[src/rtl/seg_pkg.sv]
package seg_pkg;
   typedef enum logic [1:0] {
      ST_IDLE = 2'd0,
      ST_RD0  = 2'd1,
      ST_RD1  = 2'd2,
      ST_CALC = 2'd3
   } seg_st_e;

   localparam int TI_BIT  = 2;
   localparam int RPL_W   = 2;
   localparam int DESC_SH = 3;
endpackage

[src/rtl/seg_desc_addr.sv]
module seg_desc_addr
   import seg_pkg::*;
#(
   parameter int AW    = 32,
   parameter int SEL_W = 16
) (
   input  logic [SEL_W-1:0] sel,
   input  logic [AW-1:0]    gdt_base,
   input  logic [AW-1:0]    ldt_base,
   output logic [AW-1:0]    desc_addr,
   output logic             ti,
   output logic [RPL_W-1:0] rpl
);
   localparam int IDX_W = SEL_W - DESC_SH;
   localparam int PAD_W = AW - IDX_W - DESC_SH;

   if (PAD_W < 0) begin : g_bad_width
      $error("seg_desc_addr: selector index does not fit in the address width");
   end

   logic [IDX_W-1:0] idx;
   logic [AW-1:0]    tbl_base;

   assign idx       = sel[SEL_W-1:DESC_SH];
   assign ti        = sel[TI_BIT];
   assign rpl       = sel[RPL_W-1:0];
   assign tbl_base  = ti ? ldt_base : gdt_base;
   assign desc_addr = tbl_base + {{PAD_W{1'b0}}, idx, {DESC_SH{1'b0}}};
endmodule

[src/rtl/seg_fetch_fsm.sv]
module seg_fetch_fsm
   import seg_pkg::*;
#(
   parameter int AW       = 32,
   parameter int SEL_W    = 16,
   parameter int LIMIT_W  = 20,
   parameter int RIGHTS_W = 12,
   parameter bit REUSE    = 1'b1
) (
   input  logic                clk,
   input  logic                rst_n,
   input  logic                req_valid,
   input  logic [SEL_W-1:0]    req_sel,
   input  logic [AW-1:0]       req_off,
   input  logic [AW-1:0]       desc_addr,
   input  logic                mem_ack,
   input  logic [AW-1:0]       mem_rdata,
   output logic                req_ready,
   output logic                mem_rd,
   output logic [AW-1:0]       mem_addr,
   output logic [SEL_W-1:0]    cur_sel,
   output logic [AW-1:0]       cur_off,
   output logic                calc_go,
   output logic [AW-1:0]       c_base,
   output logic [LIMIT_W-1:0]  c_limit,
   output logic [RIGHTS_W-1:0] c_rights
);
   localparam logic [AW-1:0] WORD_STEP = AW'(AW / 8);

   seg_st_e          st;
   logic             cache_vld;
   logic [SEL_W-1:0] cache_sel;
   logic             hit;

   if (REUSE) begin : g_reuse
      assign hit = cache_vld && (cache_sel == req_sel);
   end else begin : g_refetch
      assign hit = 1'b0;
   end

   always_ff @(posedge clk) begin
      if (!rst_n) begin
         st        <= ST_IDLE;
         cache_vld <= 1'b0;
         cache_sel <= '0;
         cur_sel   <= '0;
         cur_off   <= '0;
         c_base    <= '0;
         c_limit   <= '0;
         c_rights  <= '0;
      end else begin
         case (st)
            ST_IDLE: begin
               if (req_valid) begin
                  cur_sel <= req_sel;
                  cur_off <= req_off;
                  if (hit) begin
                     st <= ST_CALC;
                  end else begin
                     st        <= ST_RD0;
                     cache_vld <= 1'b0;
                  end
               end
            end
            ST_RD0: begin
               if (mem_ack) begin
                  c_base <= mem_rdata;
                  st     <= ST_RD1;
               end
            end
            ST_RD1: begin
               if (mem_ack) begin
                  c_limit   <= mem_rdata[LIMIT_W-1:0];
                  c_rights  <= mem_rdata[AW-1:LIMIT_W];
                  cache_vld <= 1'b1;
                  cache_sel <= cur_sel;
                  st        <= ST_CALC;
               end
            end
            default: st <= ST_IDLE;
         endcase
      end
   end

   assign req_ready = (st == ST_IDLE);
   assign mem_rd    = (st == ST_RD0) || (st == ST_RD1);
   assign mem_addr  = (st == ST_RD1) ? desc_addr + WORD_STEP : desc_addr;
   assign calc_go   = (st == ST_CALC);
endmodule

[src/rtl/seg_add_chk.sv]
module seg_add_chk
   import seg_pkg::*;
#(
   parameter int AW       = 32,
   parameter int LIMIT_W  = 20,
   parameter int RIGHTS_W = 12
) (
   input  logic                clk,
   input  logic                rst_n,
   input  logic                go,
   input  logic                paging_on,
   input  logic [AW-1:0]       off,
   input  logic [AW-1:0]       base,
   input  logic [LIMIT_W-1:0]  limit,
   input  logic [RIGHTS_W-1:0] rights,
   input  logic                ti_in,
   input  logic [RPL_W-1:0]    rpl_in,
   output logic                lin_valid,
   output logic [AW-1:0]       lin_addr,
   output logic                phys_valid,
   output logic [AW-1:0]       phys_addr,
   output logic                limit_fault,
   output logic [RPL_W-1:0]    out_rpl,
   output logic                out_ti,
   output logic [RIGHTS_W-1:0] seg_rights
);
   logic [AW-1:0] sum;
   logic          over;

   assign sum  = base + off;
   assign over = off > {{(AW-LIMIT_W){1'b0}}, limit};

   always_ff @(posedge clk) begin
      if (!rst_n) begin
         lin_valid   <= 1'b0;
         phys_valid  <= 1'b0;
         limit_fault <= 1'b0;
         lin_addr    <= '0;
         phys_addr   <= '0;
         out_rpl     <= '0;
         out_ti      <= 1'b0;
         seg_rights  <= '0;
      end else begin
         lin_valid   <= go && !over;
         phys_valid  <= go && !over && !paging_on;
         limit_fault <= go && over;
         if (go) begin
            lin_addr   <= sum;
            phys_addr  <= paging_on ? '0 : sum;
            out_rpl    <= rpl_in;
            out_ti     <= ti_in;
            seg_rights <= rights;
         end
      end
   end
endmodule

[src/rtl/seg_xlate.sv]
module seg_xlate
   import seg_pkg::*;
#(
   parameter int AW       = 32,
   parameter int SEL_W    = 16,
   parameter int LIMIT_W  = 20,
   parameter int RIGHTS_W = 12,
   parameter bit REUSE    = 1'b1
) (
   input  logic                clk,
   input  logic                rst_n,
   input  logic                paging_on,
   input  logic [AW-1:0]       gdt_base,
   input  logic [AW-1:0]       ldt_base,
   input  logic                req_valid,
   output logic                req_ready,
   input  logic [SEL_W-1:0]    req_sel,
   input  logic [AW-1:0]       req_off,
   output logic                mem_rd,
   output logic [AW-1:0]       mem_addr,
   input  logic                mem_ack,
   input  logic [AW-1:0]       mem_rdata,
   output logic                lin_valid,
   output logic [AW-1:0]       lin_addr,
   output logic                phys_valid,
   output logic [AW-1:0]       phys_addr,
   output logic                limit_fault,
   output logic [RPL_W-1:0]    out_rpl,
   output logic                out_ti,
   output logic [RIGHTS_W-1:0] seg_rights
);
   if (LIMIT_W + RIGHTS_W != AW) begin : g_bad_desc
      $error("seg_xlate: limit and rights must fill one descriptor word");
   end
   if (SEL_W <= DESC_SH) begin : g_bad_sel
      $error("seg_xlate: selector too narrow");
   end

   logic [SEL_W-1:0]    cur_sel;
   logic [AW-1:0]       cur_off;
   logic [AW-1:0]       desc_addr;
   logic                calc_go;
   logic [AW-1:0]       c_base;
   logic [LIMIT_W-1:0]  c_limit;
   logic [RIGHTS_W-1:0] c_rights;
   logic                cur_ti;
   logic [RPL_W-1:0]    cur_rpl;

   seg_desc_addr #(.AW(AW), .SEL_W(SEL_W)) u_daddr (
      .sel       (cur_sel),
      .gdt_base  (gdt_base),
      .ldt_base  (ldt_base),
      .desc_addr (desc_addr),
      .ti        (cur_ti),
      .rpl       (cur_rpl)
   );

   seg_fetch_fsm #(
      .AW(AW), .SEL_W(SEL_W), .LIMIT_W(LIMIT_W), .RIGHTS_W(RIGHTS_W), .REUSE(REUSE)
   ) u_fetch (
      .clk       (clk),
      .rst_n     (rst_n),
      .req_valid (req_valid),
      .req_sel   (req_sel),
      .req_off   (req_off),
      .desc_addr (desc_addr),
      .mem_ack   (mem_ack),
      .mem_rdata (mem_rdata),
      .req_ready (req_ready),
      .mem_rd    (mem_rd),
      .mem_addr  (mem_addr),
      .cur_sel   (cur_sel),
      .cur_off   (cur_off),
      .calc_go   (calc_go),
      .c_base    (c_base),
      .c_limit   (c_limit),
      .c_rights  (c_rights)
   );

   seg_add_chk #(.AW(AW), .LIMIT_W(LIMIT_W), .RIGHTS_W(RIGHTS_W)) u_add (
      .clk         (clk),
      .rst_n       (rst_n),
      .go          (calc_go),
      .paging_on   (paging_on),
      .off         (cur_off),
      .base        (c_base),
      .limit       (c_limit),
      .rights      (c_rights),
      .ti_in       (cur_ti),
      .rpl_in      (cur_rpl),
      .lin_valid   (lin_valid),
      .lin_addr    (lin_addr),
      .phys_valid  (phys_valid),
      .phys_addr   (phys_addr),
      .limit_fault (limit_fault),
      .out_rpl     (out_rpl),
      .out_ti      (out_ti),
      .seg_rights  (seg_rights)
   );
endmodule

[config.mk]
export PLATFORM = sky130hd
export DESIGN_NAME = seg_xlate
export DESIGN_NICKNAME = d
export VERILOG_FILES = /design/src/rtl/seg_pkg.sv /design/src/rtl/seg_desc_addr.sv /design/src/rtl/seg_fetch_fsm.sv /design/src/rtl/seg_add_chk.sv /design/src/rtl/seg_xlate.sv
export SDC_FILE = /design/constraint.sdc
export NUM_CORES = 1
export LEC_CHECK = 0
export ABC_AREA = 1
export CAP_MARGIN = 0
export CORE_ASPECT_RATIO = 1.1
export CORE_MARGIN = 1
export CORE_UTILIZATION = 35
export CTS_CLUSTER_DIAMETER = 80
export CTS_CLUSTER_SIZE = 8
export DETAILED_ROUTE_END_ITERATION = 10
export DONT_BUFFER_PORTS = 1
export PLACE_DENSITY = 0.45
export SYNTH_ARGS = -nofsm -noshare
export SYNTH_HDL_FRONTEND = slang
export SYNTH_SLANG_ARGS = --single-unit
[constraint.sdc]
create_clock -name clk -period 4.4 [get_ports clk]
set_input_delay 0.66 -clock clk [delete_from_list [all_inputs] [get_ports clk]]
set_output_delay 0.66 -clock clk [all_outputs]
set_load 0.02 [all_outputs]
==> out/metrics.yaml <==
global_route:
  grt_use_total: 0.232
  grt_max_degree: 146
  grt_pass1_wl_mm: 67.4
  antenna_found_initial: 2
  grt_pass1_vias: 12100
  overflow: 0
clock_network:
  cts.path.max_buffers: 3
  clk_pin_slew_ns: 0.05
  htreeDepth: 2
  insertion_delay_ns: 0.54
  cts_tree: "yes"
  numCtsBuffers: 34
  clockRootBuffer: "clkbuf_16"
  hold_buffers: 0
  clock-sinks: 213
logic_synthesis:
  synth_top_area_frac: 0.328
  ys_ff_latch: 213
  seq_area_frac_synth: 0.328
  synth_warnings: 0
  synth_area_per_cell_sq_um: 6.51
  synth_area_leaders: "dfxtp_1 (33%), nand2_1 (13%), nor2_1 (9.2%), o21ai_0 (6.7%), ha_1 (6.6%)"
  synthesis.nets: 2216
  synthDistinctLibCells: 45
  syn_inst: 1996
  synth-edff-count: 0
  ys.flop_type: "dfxtp_1"
  ys_async_sr_fraction: 0
  synth_area_sq_um: 13000
  yosys.area.top_type: "dfxtp_1"
placement:
  dp_hpwl_mm: 33.6
  place_congestion: 0.917
  numPortBuffers: 0
final_layout:
  drive_gt1_frac: 0.110
  area_delta_synth_final_pct: 12.4
  utilization: 0.402
  nets: 2204
setup_path:
  path_buf_inv: 3
  cp_max_fo: 12
  crit_slowest_cell: "dfxtp_4"
  crit_chain: "buf_4, nand2_1, nand2_1, ha_1, nand2_1, nor2_1, inv_2, nor2_2, nand2_1, nand2_2, nand2_1, nand2_2, nand2_1, nor2_2, nand3_2, nor2_1, nor2_1, nor2_1, buf_4"
  cp.arrival_ns: 3.59
  crit_top_cell: "nand2_1"
  critPathRequiredTime_ns: 3.74
  cp-start-kind: "register"
  critPathKind: "register to output port"
  max_stage_delay_ns: 0.41
  worst_setup_path_end_kind: "output port"
  cpLargestDelayFamily: "simple AND/OR/NAND/NOR gates"
sta:
  fin_crit_sh: 0.966
  finalHoldViolCount: 0
  rsz0062_at_grt: "no"
  slew_headroom: 0.264
  setup_tns_ns: 0
  finalSetupViolCount: 0
  min_period_ns: 4.25
  max_freq_mhz: 235
  worst_pin_slew_ns: 1.10
  maxSlewViolCount: 0
  finClkSkew_ns: 0.0141
routing:
  dr.pass1.iters: 5
  drc: 0
  m1WireLength_mm: 18.9
  ant_nets: 0
  wl_met3_mm: 2.49
  via_count: 12500
  initialDrtViolationCount: 703
  finalWirelength_mm: 44.0
  wl_met2_mm: 21.6
  vias_per_cell: 5.05
  wl_per_cell_um: 17.8
  highest_layer: "met4"
floorplan:
  num_rows: 73
  initial_core_util: 0.357
  io_pins: 265
  core_area_sq_um: 36400
  die_w_um: 186
  fp.dieH_um: 204
  die_area_sq_um: 37900
power_and_ir_drop:
  p_per_area_nw_per_um2: 602
  peakVddDrop_mv: 0.327
  leakagePower_nw: 6.23
hold_path:
  hold_path.class: "input port to register"
run_status:
  status: "completed"
flow_run:
  max-cap-violations: 0
registers in the layout, indices dropped and copies added (netlist names), 2 cells and up:
name	cells
u_add.phys_addr	32
u_fetch.cur_sel	16
u_fetch.cache_sel	16
u_add.lin_addr	32
u_fetch.c_rights	12
u_fetch.st	2
u_add.out_rpl	2
u_fetch.cur_off	32
u_add.seg_rights	12
u_fetch.c_limit	20
u_fetch.c_base	32
layer usage:
| metal | global-route usage | vias to the layer above |
|---|---|---|
| li1 | - | 6468 |
| met1 | 0.277 | 5667 |
| met2 | 0.411 | 322 |
| met3 | 0.0510 | 62 |
| met4 | 0.0665 | 0 |
| met5 | 0 | - |
worst reg2reg max path, delay by kind of cell (launching register included):
| kind | cells | cell delay [ns] |
|---|---|---|
| AO/OA/AOI/OAI | 2 | 0.28 |
| adder cells (fa/ha/maj) | 1 | 0.37 |
| buffers and inverters | 4 | 1.65 |
| flip-flops | 1 | 0.39 |
| AND/OR/NAND/NOR | 1 | 0.12 |
final timing paths:
| path | cells after the start | to | slack, ns | from |
|---|---|---|---|---|
| worst min register to register | 2 | u_fetch.c_limit[19] | 0.45 | u_fetch.c_limit[19] |
| worst max-delay path | 19 | mem_addr[28] | 0.15 | u_fetch.cur_sel[2] |
| worst min-delay path | 1 | u_add.phys_valid | 0.19 | paging_on |
| worst max register to register | 8 | u_fetch.cur_sel[10] | 1.46 | u_fetch.st[0] |
final cells by class:
type | count | area, sq um
antenna | 1 | 2.50
timing repair inverter | 1 | 8.76
clock inverter | 5 | 55.1
multi-input combinational | 1517 | 7850
sequential | 213 | 4270
tap | 487 | 609
timing repair buffer | 26 | 195
inverter | 191 | 734
fill | 4025 | 21800
clock buffer | 36 | 880
Yosys cell counts, drive strengths merged (2+ instances only):
cell      n
nand2   485
nor2    345
dfxtp   213
inv     189
o21ai   177
a21oi   165
nand3   119
ha       69
clkbuf   63
nand4    51
or2      22
xor2     18
buf      12
nor3     11
xnor2    11
o21a      7
nor4      6
nand3b    5
o22ai     5
o21bai    4
a21o      3
and2      3
a22o      2
clkinv    2
fa        2
o211ai    2
layout by cell type (no fill, tap or decap), types with 3 or more instances in the layout:
| cell type | Yosys | layout |
|---|---|---|
| a21o_1 | 3 | 3 |
| a21oi_1 | 162 | 160 |
| a21oi_2 | 3 | 4 |
| and2_1 | 3 | 3 |
| buf_4 | 0 | 26 |
| clkbuf_16 | 0 | 35 |
| clkinv_4 | 0 | 3 |
| dfxtp_1 | 213 | 212 |
| ha_1 | 69 | 64 |
| ha_2 | 0 | 4 |
| inv_1 | 179 | 175 |
| inv_2 | 9 | 13 |
| nand2_1 | 441 | 428 |
| nand2_2 | 38 | 49 |
| nand2_4 | 6 | 8 |
| nand3_1 | 114 | 110 |
| nand3_2 | 5 | 9 |
| nand3b_1 | 5 | 5 |
| nand4_1 | 50 | 50 |
| nor2_1 | 318 | 313 |
| nor2_2 | 20 | 19 |
| nor2_4 | 7 | 13 |
| nor3_1 | 10 | 9 |
| nor4_1 | 6 | 6 |
| o21a_1 | 7 | 7 |
| o21ai_0 | 174 | 172 |
| o21ai_1 | 3 | 4 |
| o21bai_1 | 4 | 4 |
| o22ai_1 | 5 | 5 |
| or2_2 | 22 | 22 |
| xnor2_1 | 11 | 10 |
| xor2_1 | 18 | 18 |
stage by stage:
| step | area (sq um) | std cells | total power [mW] | setup slack (ns) | hold WS, ns |
|---|---|---|---|---|---|
| floorplan | 13000 | 1996 | 5.33 | 0.674 | 0.433 |
| global placement | 13400 | 2428 | 6.34 | 0.430 | 0.443 |
| detailed placement | 13400 | 2428 | 6.35 | 0.401 | 0.448 |
| CTS | 14400 | 2470 | 8.80 | 0.0143 | 0.151 |
| global route | 14600 | 2476 | 9.49 | 0.0000209 | 0.160 |
| finish | 14600 | 2477 | 8.80 | 0.148 | 0.190 |
where the power goes:
group / leakage, nW / internal (mW) / switching, mW
combinational: 4.03 / 1.21 / 2.63
sequential: 1.73 / 2.27 / 0.327
clock: 0.459 / 1.42 / 0.933
timing repair:
item / 4_1_cts / 5_1_grt
gates resized for setup: 14 / 37
buffers inserted: 0 / 6
pin swaps: 0 / 12
cloned: 1 / 0
endpoints found under the setup margin: 11 / 17
kinds of logic (layout without fill, tap and decap cells):
| logic type | count (synthesis) | after routing | share of synthesized area |
|---|---|---|---|
| other cells | 0 | 1 | 0 |
| xor+xnor | 29 | 29 | 0.0195 |
| compound gates | 368 | 368 | 0.148 |
| mux | 1 | 1 | 0.000770 |
| simple gates | 1048 | 1048 | 0.354 |
| flops | 213 | 213 | 0.328 |
| fa+ha+maj | 71 | 71 | 0.0695 |
| buf+inv | 266 | 259 | 0.0802 |
No activity file was read; power rests on OpenSTA's default activity.
